**src/rtl/es_pkg.sv**
```systemverilog
package es_pkg;

    localparam int ES_BYTE_W     = 8;
    localparam int ES_FRAME_CH   = 32;
    localparam int ES_NEAR_LIM   = 2;
    localparam int ES_FAR_LIM    = 60;
    localparam int ES_INIT_NORM  = 34;
    localparam int ES_INIT_SHORT = 16;

    typedef enum logic [2:0] {
        EV_NONE,
        EV_REPEAT,
        EV_DROP,
        EV_UNDER,
        EV_OVER
    } es_evt_e;

    typedef struct packed {
        logic hit;
        logic dir;
    } es_evt_t;

    function automatic es_evt_t evt_decode(es_evt_e k);
        es_evt_t e;
        e.hit = (k != EV_NONE);
        e.dir = (k == EV_REPEAT) || (k == EV_UNDER);
        return e;
    endfunction

endpackage

```
**src/rtl/es_store.sv**
```systemverilog
module es_store #(
    parameter int DEPTH  = 64,
    parameter int BYTE_W = 8,
    localparam int AW    = $clog2(DEPTH)
) (
    input  logic              clk,
    input  logic              rst,
    input  logic              we,
    input  logic [AW-1:0]     waddr,
    input  logic [BYTE_W-1:0] wdata,
    input  logic              re,
    input  logic [AW-1:0]     raddr,
    output logic [BYTE_W-1:0] rdata
);
    logic [BYTE_W-1:0] mem [DEPTH];

    always_ff @(posedge clk) begin
        if (we) mem[waddr] <= wdata;
    end

    // Read-first: a same-cycle write to the read slot is not seen.
    always_ff @(posedge clk) begin
        if (rst)     rdata <= '0;
        else if (re) rdata <= mem[raddr];
    end
endmodule

```
**src/rtl/es_ptr_ctrl.sv**
```systemverilog
module es_ptr_ctrl
    import es_pkg::*;
#(
    parameter int FRAME_CH   = ES_FRAME_CH,
    parameter int NEAR_LIM   = ES_NEAR_LIM,
    parameter int FAR_LIM    = ES_FAR_LIM,
    parameter int INIT_NORM  = ES_INIT_NORM,
    parameter int INIT_SHORT = ES_INIT_SHORT,
    localparam int DEPTH     = 2 * FRAME_CH,
    localparam int PW        = $clog2(DEPTH),
    localparam int FW        = $clog2(FRAME_CH)
) (
    input  logic          clk,
    input  logic          rst,
    input  logic          wr_en,
    input  logic          rd_en,
    input  logic          short_mode,
    output logic          wr_do,
    output logic [PW-1:0] wr_addr,
    output logic          rd_do,
    output logic [PW-1:0] rd_addr,
    output es_evt_e       evt_kind
);
    logic [PW-1:0] wp_q, rp_q, wp_d, rp_d;
    logic          mode_q;
    logic [PW-1:0] fill;
    logic [PW-1:0] rp_eff;
    logic          realign, at_boundary;
    logic          near_hit, far_hit, slip_now;
    logic          under, over;

    assign realign     = (short_mode != mode_q);
    assign fill        = wp_q - rp_q;
    assign at_boundary = (rp_q[FW-1:0] == '0);

    // Frame-slip decision: normal mode only, on channel 0 reads.
    assign near_hit = !mode_q && rd_en && at_boundary && (fill <= PW'(NEAR_LIM));
    assign far_hit  = !mode_q && rd_en && at_boundary && (fill >= PW'(FAR_LIM));
    assign slip_now = !realign && (near_hit || far_hit);

    // Byte-level faults: short mode only.
    assign under = !realign && mode_q && rd_en && (fill == '0);
    assign over  = !realign && mode_q && wr_en && !rd_en && (fill == PW'(FRAME_CH));

    // One frame either way is the same slot in a two-frame ring.
    assign rp_eff = slip_now ? rp_q + PW'(FRAME_CH) : rp_q;

    always_comb begin
        evt_kind = EV_NONE;
        if (slip_now)   evt_kind = near_hit ? EV_REPEAT : EV_DROP;
        else if (under) evt_kind = EV_UNDER;
        else if (over)  evt_kind = EV_OVER;
    end

    assign wr_do = wr_en && !realign;
    assign rd_do = rd_en && !realign && !under;

    generate
        if (FW < PW) begin : g_addr
            assign wr_addr = mode_q ? {{(PW-FW){1'b0}}, wp_q[FW-1:0]} : wp_q;
            assign rd_addr = mode_q ? {{(PW-FW){1'b0}}, rp_eff[FW-1:0]} : rp_eff;
        end else begin : g_addr_flat
            assign wr_addr = wp_q;
            assign rd_addr = rp_eff;
        end
    endgenerate

    always_comb begin
        wp_d = wr_do ? wp_q + PW'(1) : wp_q;
        rp_d = rp_q;
        if (realign)             rp_d = wp_q - (short_mode ? PW'(INIT_SHORT) : PW'(INIT_NORM));
        else if (rd_do)          rp_d = rp_eff + PW'(1);
        else if (over)           rp_d = rp_q + PW'(1);
    end

    always_ff @(posedge clk) begin
        if (rst) begin
            wp_q   <= '0;
            rp_q   <= '0 - PW'(INIT_NORM);
            mode_q <= 1'b0;
        end else begin
            wp_q   <= wp_d;
            rp_q   <= rp_d;
            mode_q <= short_mode;
        end
    end

    // a repeat slip lifts the fill by one frame (less the read, plus any write)
    assert_repeat_fill_R3: assert property (@(posedge clk) disable iff (rst)
        (evt_kind == EV_REPEAT) |=>
        (fill == PW'($past(fill) + PW'(FRAME_CH) + PW'($past(wr_do)) - PW'(1))));

    // a drop slip lowers the fill by one frame
    assert_drop_fill_R4: assert property (@(posedge clk) disable iff (rst)
        (evt_kind == EV_DROP) |=>
        (fill == PW'($past(fill) - PW'(FRAME_CH) + PW'($past(wr_do)) - PW'(1))));

    // in short mode the fill never exceeds one frame
    assert_short_bound_R9: assert property (@(posedge clk) disable iff (rst)
        (mode_q && !realign) |-> (fill <= PW'(FRAME_CH)));

    // after a slip the read continues at channel 1 of a frame
    assert_slip_on_boundary_R5: assert property (@(posedge clk) disable iff (rst)
        ((evt_kind == EV_REPEAT) || (evt_kind == EV_DROP)) |=> (rp_q[FW-1:0] == FW'(1)));
endmodule

```
**src/rtl/es_status.sv**
```systemverilog
module es_status
    import es_pkg::*;
(
    input  logic    clk,
    input  logic    rst,
    input  es_evt_e evt_kind,
    input  logic    clr,
    input  logic    mask,
    output logic    flag,
    output logic    dir,
    output logic    irq
);
    es_evt_t evt;

    assign evt = evt_decode(evt_kind);

    always_ff @(posedge clk) begin
        if (rst) begin
            flag <= 1'b0;
            dir  <= 1'b0;
        end else begin
            flag <= evt.hit | (flag & ~clr);
            if (evt.hit) dir <= evt.dir;
        end
    end

    assign irq = flag & mask;

    // an event wins over a clear in the same cycle
    assert_set_wins_R6: assert property (@(posedge clk) disable iff (rst)
        evt.hit |=> flag);

    // a clear with no event empties the flag
    assert_clear_R6: assert property (@(posedge clk) disable iff (rst)
        (clr && !evt.hit) |=> !flag);

    // direction is held between events
    assert_dir_hold_R7: assert property (@(posedge clk) disable iff (rst)
        !evt.hit |=> $stable(dir));
endmodule

```
**src/rtl/es_elastic_store.sv**
```systemverilog
module es_elastic_store
    import es_pkg::*;
#(
    parameter int BYTE_W     = ES_BYTE_W,
    parameter int FRAME_CH   = ES_FRAME_CH,
    parameter int NEAR_LIM   = ES_NEAR_LIM,
    parameter int FAR_LIM    = ES_FAR_LIM,
    parameter int INIT_NORM  = ES_INIT_NORM,
    parameter int INIT_SHORT = ES_INIT_SHORT,
    localparam int DEPTH     = 2 * FRAME_CH,
    localparam int PW        = $clog2(DEPTH)
) (
    input  logic              clk,
    input  logic              rst,
    input  logic              wr_en,
    input  logic [BYTE_W-1:0] wr_data,
    input  logic              rd_en,
    output logic [BYTE_W-1:0] rd_data,
    input  logic              short_mode,
    input  logic              slip_clr,
    input  logic              slip_mask,
    output logic              slip_flag,
    output logic              slip_dir,
    output logic              slip_irq
);
    logic          wr_do, rd_do;
    logic [PW-1:0] wr_addr, rd_addr;
    es_evt_e       evt_kind;

    es_ptr_ctrl #(
        .FRAME_CH  (FRAME_CH),
        .NEAR_LIM  (NEAR_LIM),
        .FAR_LIM   (FAR_LIM),
        .INIT_NORM (INIT_NORM),
        .INIT_SHORT(INIT_SHORT)
    ) u_ptr (
        .clk       (clk),
        .rst       (rst),
        .wr_en     (wr_en),
        .rd_en     (rd_en),
        .short_mode(short_mode),
        .wr_do     (wr_do),
        .wr_addr   (wr_addr),
        .rd_do     (rd_do),
        .rd_addr   (rd_addr),
        .evt_kind  (evt_kind)
    );

    es_store #(
        .DEPTH (DEPTH),
        .BYTE_W(BYTE_W)
    ) u_store (
        .clk  (clk),
        .rst  (rst),
        .we   (wr_do),
        .waddr(wr_addr),
        .wdata(wr_data),
        .re   (rd_do),
        .raddr(rd_addr),
        .rdata(rd_data)
    );

    es_status u_status (
        .clk     (clk),
        .rst     (rst),
        .evt_kind(evt_kind),
        .clr     (slip_clr),
        .mask    (slip_mask),
        .flag    (slip_flag),
        .dir     (slip_dir),
        .irq     (slip_irq)
    );

    // interrupt only with flag and enable both present
    assert_irq_gate_R8: assert property (@(posedge clk) disable iff (rst)
        slip_irq |-> (slip_flag && slip_mask));
endmodule

```
**config.mk**
```make
export PLATFORM = sky130hd
export DESIGN_NAME = es_elastic_store
export DESIGN_NICKNAME = d
export VERILOG_FILES = /design/src/rtl/es_pkg.sv /design/src/rtl/es_store.sv /design/src/rtl/es_ptr_ctrl.sv /design/src/rtl/es_status.sv /design/src/rtl/es_elastic_store.sv
export SDC_FILE = /design/constraint.sdc
export NUM_CORES = 1
export LEC_CHECK = 0
export BUFFER_PORTS_ARGS = -buffer_cell sky130_fd_sc_hd__buf_4
export CORE_ASPECT_RATIO = 1.2
export CORE_MARGIN = 4
export CORE_UTILIZATION = 35
export CTS_CLUSTER_SIZE = 14
export DETAILED_ROUTE_END_ITERATION = 12
export GPL_ROUTABILITY_DRIVEN = 0
export SYNTH_ARGS = -nofsm -noshare
export SYNTH_HDL_FRONTEND = slang
export SYNTH_HIERARCHICAL = 1
export SYNTH_SLANG_ARGS = --single-unit
```
**constraint.sdc**
```tcl
create_clock -name clk -period 7.7 [get_ports clk]
set_input_delay 1.155 -clock clk [delete_from_list [all_inputs] [get_ports clk]]
set_output_delay 1.155 -clock clk [all_outputs]
set_load 0.01 [all_outputs]
```
Word-level counts from Yosys, hierarchy flattened
Memory sizes are Yosys's and may differ from the RTL's. A register that Yosys moved wholly into a read port is not among the register bits.
Index checks and enable logic that the tools add are counted.
{"block": "classes", "n_shift": 0, "n_mux": 13, "n_eq_ne": 4, "bitwise_logic": 4, "div": 0, "mul": 0, "order_cmp": 2, "add_sub_neg": 6, "n_reduce_logical": 24}
{"cell": "$mux 6", "n": 7}
{"cell": "$add 6x1->6 const B", "n": 3}
{"cell": "$logic_and 1x1->1", "n": 14}
{"cell": "$sub 6x6->6", "n": 2}
{"cell": "$mux 3", "n": 3}
{"cell": "$add 6x6->6 const B", "n": 1}
{"cell": "$eq 6x6->1 const B", "n": 1}
{"cell": "$ge 6x6->1 const B", "n": 1}
{"cell": "$le 6x2->1 const B", "n": 1}
{"cell": "$logic_not 6->1", "n": 1}
{"cell": "$reduce_bool 3->1", "n": 2}
{"cell": "$logic_not 5->1", "n": 1}
{"cell": "$logic_not 1->1", "n": 4}
{"cell": "$eq 3x1->1 const B", "n": 1}
{"cell": "$eq 3x2->1 const B", "n": 1}
{"cell": "$and 1x1->1", "n": 2}
{"cell": "$logic_or 1x1->1", "n": 2}
{"cell": "$mux 1", "n": 2}
{"cell": "$mux 2", "n": 1}
{"cell": "$ne 1x1->1", "n": 1}
{"cell": "$not 1->1", "n": 1}
{"cell": "$or 1x1->1", "n": 1}
{"block": "word_totals", "output_inout_bits": 11, "reg_bits": 15, "elab_cells": 59, "input_bits": 15, "rom_bits": 0, "n_memories": 1, "latch_bits": 0, "ramBits": 512}
{"memory": "u_store.mem", "words": 64, "width": 8, "rd": 1, "rd_ports_with_merged_regs": 1, "write_ports": 1, "line": "es_store.sv:15", "rtl": "logic [BYTE_W-1:0] mem [DEPTH];"}

Logic depth before layout (Yosys ltp)
{"block": "logic_depth", "ltp_word": 11, "ltp_mapped": 17, "ltp_nobuf": 16}

Modules after synthesis
The synthesis kept the hierarchy.
{"mod": "es_store", "seq_area_each_um2": 15534.9, "area_each_um2": 20188.1, "n_inst": 1, "cells_each": 1039}
{"mod": "es_ptr_ctrl", "seq_area_each_um2": 260.2, "area_each_um2": 1347.5, "n_inst": 1, "cells_each": 167}
{"mod": "es_status", "seq_area_each_um2": 40.0, "area_each_um2": 85.1, "n_inst": 1, "cells_each": 9}

Least setup slack after synthesis
Ideal clock, no wire load.
{"block": "synth_path", "path_kind": "input to register", "start": "input short_mode", "end": "register u_store.rdata[5], read port of u_store.mem", "path_stages": 14, "arrival_time_ps": 4138, "setup_slack_ps": 3440, "required_time_ps": 7578, "n_path_buf": 3, "setup_ps": 122, "cell_sequence": "ha_1 -> clkbuf_1 -> or4_1 -> nor4_1 -> o2111a_1 -> a31oi_1 -> xor2_1 -> nor2_1 -> and3b_1 -> buf_1 -> clkbuf_1 -> a22oi_1 -> nand4_1 -> a221o_1"}
{"block": "synth_via", "elab_cells_between_ends": 11, "classes_between": "1 x eq/ne; 2 x mux; 8 x reduce/logical"}
{"element": "from (decl)", "line": "es_elastic_store.sv:19", "rtl": "input logic short_mode,"}
{"element": "$ne 1x1->1", "line": "es_ptr_ctrl.sv:32", "rtl": "assign realign = (short_mode != mode_q);"}
{"element": "$logic_not 1->1", "line": "es_ptr_ctrl.sv:39", "rtl": "assign slip_now = !realign && (near_hit || far_hit);"}
{"element": "$logic_and 1x1->1", "line": "es_ptr_ctrl.sv:39"}
{"element": "$mux 6", "line": "es_ptr_ctrl.sv:46", "rtl": "assign rp_eff = slip_now ? rp_q + PW'(FRAME_CH) : rp_q;"}
{"element": "$mux 6", "line": "es_ptr_ctrl.sv:61", "rtl": "assign rd_addr = mode_q ? {{(PW-FW){1'b0}}, rp_eff[FW-1:0]} : rp_eff;"}
{"element": "via rd_addr[5]", "line": "es_elastic_store.sv:27", "rtl": "logic [PW-1:0] wr_addr, rd_addr;"}
{"element": "to (decl)", "line": "es_store.sv:13", "rtl": "output logic [BYTE_W-1:0] rdata"}
The timed path passes the listed nets, and every way through them passes these cells.
A chain may end at the register's enable or synchronous reset.

Final worst setup path
{"block": "layout_path", "start": "register u_ptr.rp_q[2]", "end": "register u_store.rdata[6], read port of u_store.mem"}
{"block": "layout_via", "elab_chain_cells": 7, "elab_cells_between_ends": 16, "classes_between": "2 x add/sub; 2 x order compare; 2 x mux; 10 x reduce/logical"}
{"element": "from (decl)", "line": "es_ptr_ctrl.sv:24", "rtl": "logic [PW-1:0] wp_q, rp_q, wp_d, rp_d;"}
{"element": "from (signal assigned)", "line": "es_ptr_ctrl.sv:79", "rtl": "rp_q <= '0 - PW'(INIT_NORM);"}
{"element": "from (signal assigned)", "line": "es_ptr_ctrl.sv:83", "rtl": "rp_q <= rp_d;"}
{"element": "$sub 6x6->6 / $logic_not 5->1 (equally long branches)", "line": "es_ptr_ctrl.sv:33, es_ptr_ctrl.sv:34"}
{"element": "$le 6x2->1 (tied with other cells)", "line": "es_ptr_ctrl.sv:37", "rtl": "assign near_hit = !mode_q && rd_en && at_boundary && (fill <= PW'(NEAR_LIM));"}
{"element": "$logic_and 1x1->1, on equally long branches", "line": "es_ptr_ctrl.sv:37, es_ptr_ctrl.sv:38"}
{"element": "$logic_or 1x1->1", "line": "es_ptr_ctrl.sv:39"}
{"element": "$logic_and 1x1->1", "line": "es_ptr_ctrl.sv:39"}
{"element": "$mux 6 (*)", "line": "es_ptr_ctrl.sv:46"}
{"element": "$mux 6 (*)", "line": "es_ptr_ctrl.sv:61"}
{"element": "via rd_addr[5]", "line": "es_elastic_store.sv:27"}
The timed path passes the listed nets; every way through them passes the cells marked *.

==> summary.txt <==
Detailed routing
  • Via count: 11200
  • DR pass1 iterations: 5
  • DRC Markers: 0
  • 1st-iter DRT viols: between 1000 and 1500
  • Wire per inst: ~25 microns
  • Final ANT Viol Nets: 0
  • Post-Route WL: approximately 51000 microns
  • DR vias/cell: around 5.4

GRT
  • Grt ovf: 0
  • Number of antenna violations at the first check in global routing: 0
  • Vias in the first global route: 11100
  • First-pass GRT wire length: roughly 76000 microns
  • Largest net degree at the start of global routing: 65
  • Global Route Usage Sum: ~15%

Min path
  • Hold depth: 2
  • Worst Hold Launch: u_status/flag
  • Hold EP: u_status/flag
  • HP Class: register to register

Yosys
  • Seq cells post-synth: approximately 540
  • Number of enable flip-flop cells after synthesis: 512
  • Sequential cell area fraction in the yosys report: around 73%
  • Top cells by area, synth: edfxtp_1 (71%), mux2i_1 (6.0%), mux4_2 (5.8%)
  • Syn Nets: between 1000 and 1500
  • Synth async-reset ratio: 0%
  • Top post-synthesis cells by count: edfxtp_1 (512), mux2i_1 (130), a22oi_1 (96), nor2_1 (87), mux4_2 (56)
  • YS warnings: 6
  • Syn Area/Cell: ~18 sq um
  • Cell count after synthesis: around 1200
  • Yosys top cell by area: edfxtp_1
  • Top-area cell type share of the netlist area: 71.1%
  • Top FF cell, synth: edfxtp_1
  • Netlist Area Pre-Place: approximately 22000 sq um
  • Distinct cells, synth: 61
  • Most common cell in the netlist: edfxtp_1

Setup path
  • R2R cell count: 13
  • WS Path Type: register to register
  • Worst R2R Start: u_ptr/rp_q[2]
  • CP required: just over 8000 ps
  • CP max FO: 35
  • Reg2reg end: u_store/rdata[6]
  • Critical Path Source Type: register
  • Flop2flop setup slack: ~3000 ps
  • Crit path arrival time: between 5000 and 6000 ps
  • Kind of end point of the critical path: register

Die
  • Io pins: 26
  • Die width: between 200 and 250 microns
  • Core ar.: 60900 sq um
  • Die footprint: 65800 sq um
  • Initial Utilization: between 30% and 40%
  • Die Ht: between 200 and 300 microns
  • Row cnt: a little under 100

Clock network
  • Clock transition at path regs: approximately 60 ps
  • Post_cts resized: 0
  • Clock latency on the worst-skew pair: 570 ps
  • CTS tree: built
  • CTS root buffer: clkbuf_16
  • Post-CTS setup buffer count: 0
  • CTS Buffer Depth: 3
  • Clock sink count: between 500 and 600
  • Htree depth: 2
  • Cts hold-fix bufs: 0
  • Clock buffer count from CTS: 50

Power
  • Pwr/cell area: about 250 nW/um^2
  • Leak: approximately 0.0080 uW
  • Max VDD drop: roughly 0.00015 V

Timing
  • Slew Limit Fails: 0
  • Slew margin rel.: under 10%
  • Worst-margin pin slew: ~1400 ps
  • Setup TNS: 0 ps
  • Clock Skew: about 17 ps
  • RSZ-0062 raised after global routing: no
  • Final Hold Viols: 0
  • Endpoints failing setup: 0
  • Fmax: 214 MHz
  • Post-route minimum period: around 4700 ps
  • Final period util: between 60% and 70%

Place
  • DP HPWL: 32500 microns
  • Port Buffer Count: 25
  • Post-placement cell count: 1980

Finish
  • Layout cell share with drive strength beyond 1: a little over an eighth
  • Finished Layout Cells: between 2000 and 2500
  • Area Overhead vs Synth: 11.0%
  • Nets@finish: between 1000 and 1500
  • Ant. Diodes: 0

Run
  • Max-cap violations: 0

Run status
  • Status: finished, final reports clean
## sequential cells by signal, summed over array words and instances, names as in the netlist
signal and flops:
u_store/rdata 8, u_status/flag 1, u_store/mem 512, u_ptr/wp_q 6, u_ptr/rp_q 6, u_status/dir 1, u_ptr/mode_q 1
## area by class of cell
type	count	area [sq um]
clock buffer	64	1330
clock inverter	26	175
fill	5531	36900
inverter	15	56.3
multi-input combinational	588	5330
sequential	535	15800
tap	808	1010
timing repair buffer	34	255
## per-stage QoR
stage	power, uW	area (sq um)	utilization, %	setup slack [ps]	hold slack (ps)
global placement	3860	22500	36.9	2790	467
detailed placement	3860	22500	36.9	2600	481
CTS	6140	24000	39.4	3030	490
floorplan	3650	21600	-	3440	491
global route	6300	24000	39.4	2580	524
finish	6090	24000	39.4	3030	494
## per-layer routing
| metal | GRT usage, % | routed length, microns | vias up |
|---|---|---|---|
| met5 | 0 | 0 | - |
| met4 | 4.39 | 1390 | 0 |
| met3 | 2.55 | 2900 | 69 |
| met2 | 26.9 | 26500 | 387 |
| met1 | 19.1 | 20200 | 5885 |
| li1 | - | - | 4905 |
## cell families after synthesis
logic type	count (synthesis)	synth area share [%]
adders and majority gates	13	0.787
xor gates and xnor gates	15	0.608
muxes	195	12.9
AOI/OAI and AO/OA	141	5.13
buffers and inverters	92	2.15
and+or+nand+nor	224	5.20
DFF	535	73.2
## critical path: stages (launching register included)
cell and delay, ps:
dfxtp_4 710, inv_1 200, ha_1 380, nor2_1 230, a21oi_4 60, xnor2_1 210, a2111oi_4 520, a31oi_1 190
xor2_1 170, nor2_1 410, nor2b_1 920, nand3_1 200, nand4_1 210, a221o_1 170
## power by group
part	internal, uW	total, uW	switching, uW
Clock	1280	2290	1020
Combinational	206	551	346
Sequential	3200	3240	40.4
## how the worst max path moves through the flow
stage                     depth (start not counted)                to          start
final                                            13  u_store/rdata[6]  u_ptr/rp_q[2]
after CTS                                        13  u_store/rdata[6]  u_ptr/rp_q[2]
after global placement                           13  u_store/rdata[6]     short_mode
after floorplan                                  14  u_store/rdata[5]     short_mode
after global routing                             13  u_store/rdata[3]  u_ptr/rp_q[2]
after detailed placement                         12  u_store/rdata[6]     short_mode
## cell usage in the layout (no fill, tap or decap), types with 14 or more instances in the layout
cell type / instances
clkinv_1: 14
buf_4: 34
nand2_1: 17
nor2_1: 86
clkbuf_16: 51
inv_1: 15
a22oi_1: 96
nand4_1: 20
nand3_1: 41
mux2i_1: 130
edfxtp_1: 512
mux4_2: 56
dfxtp_1: 21
Power figures use the tool's default switching activity.
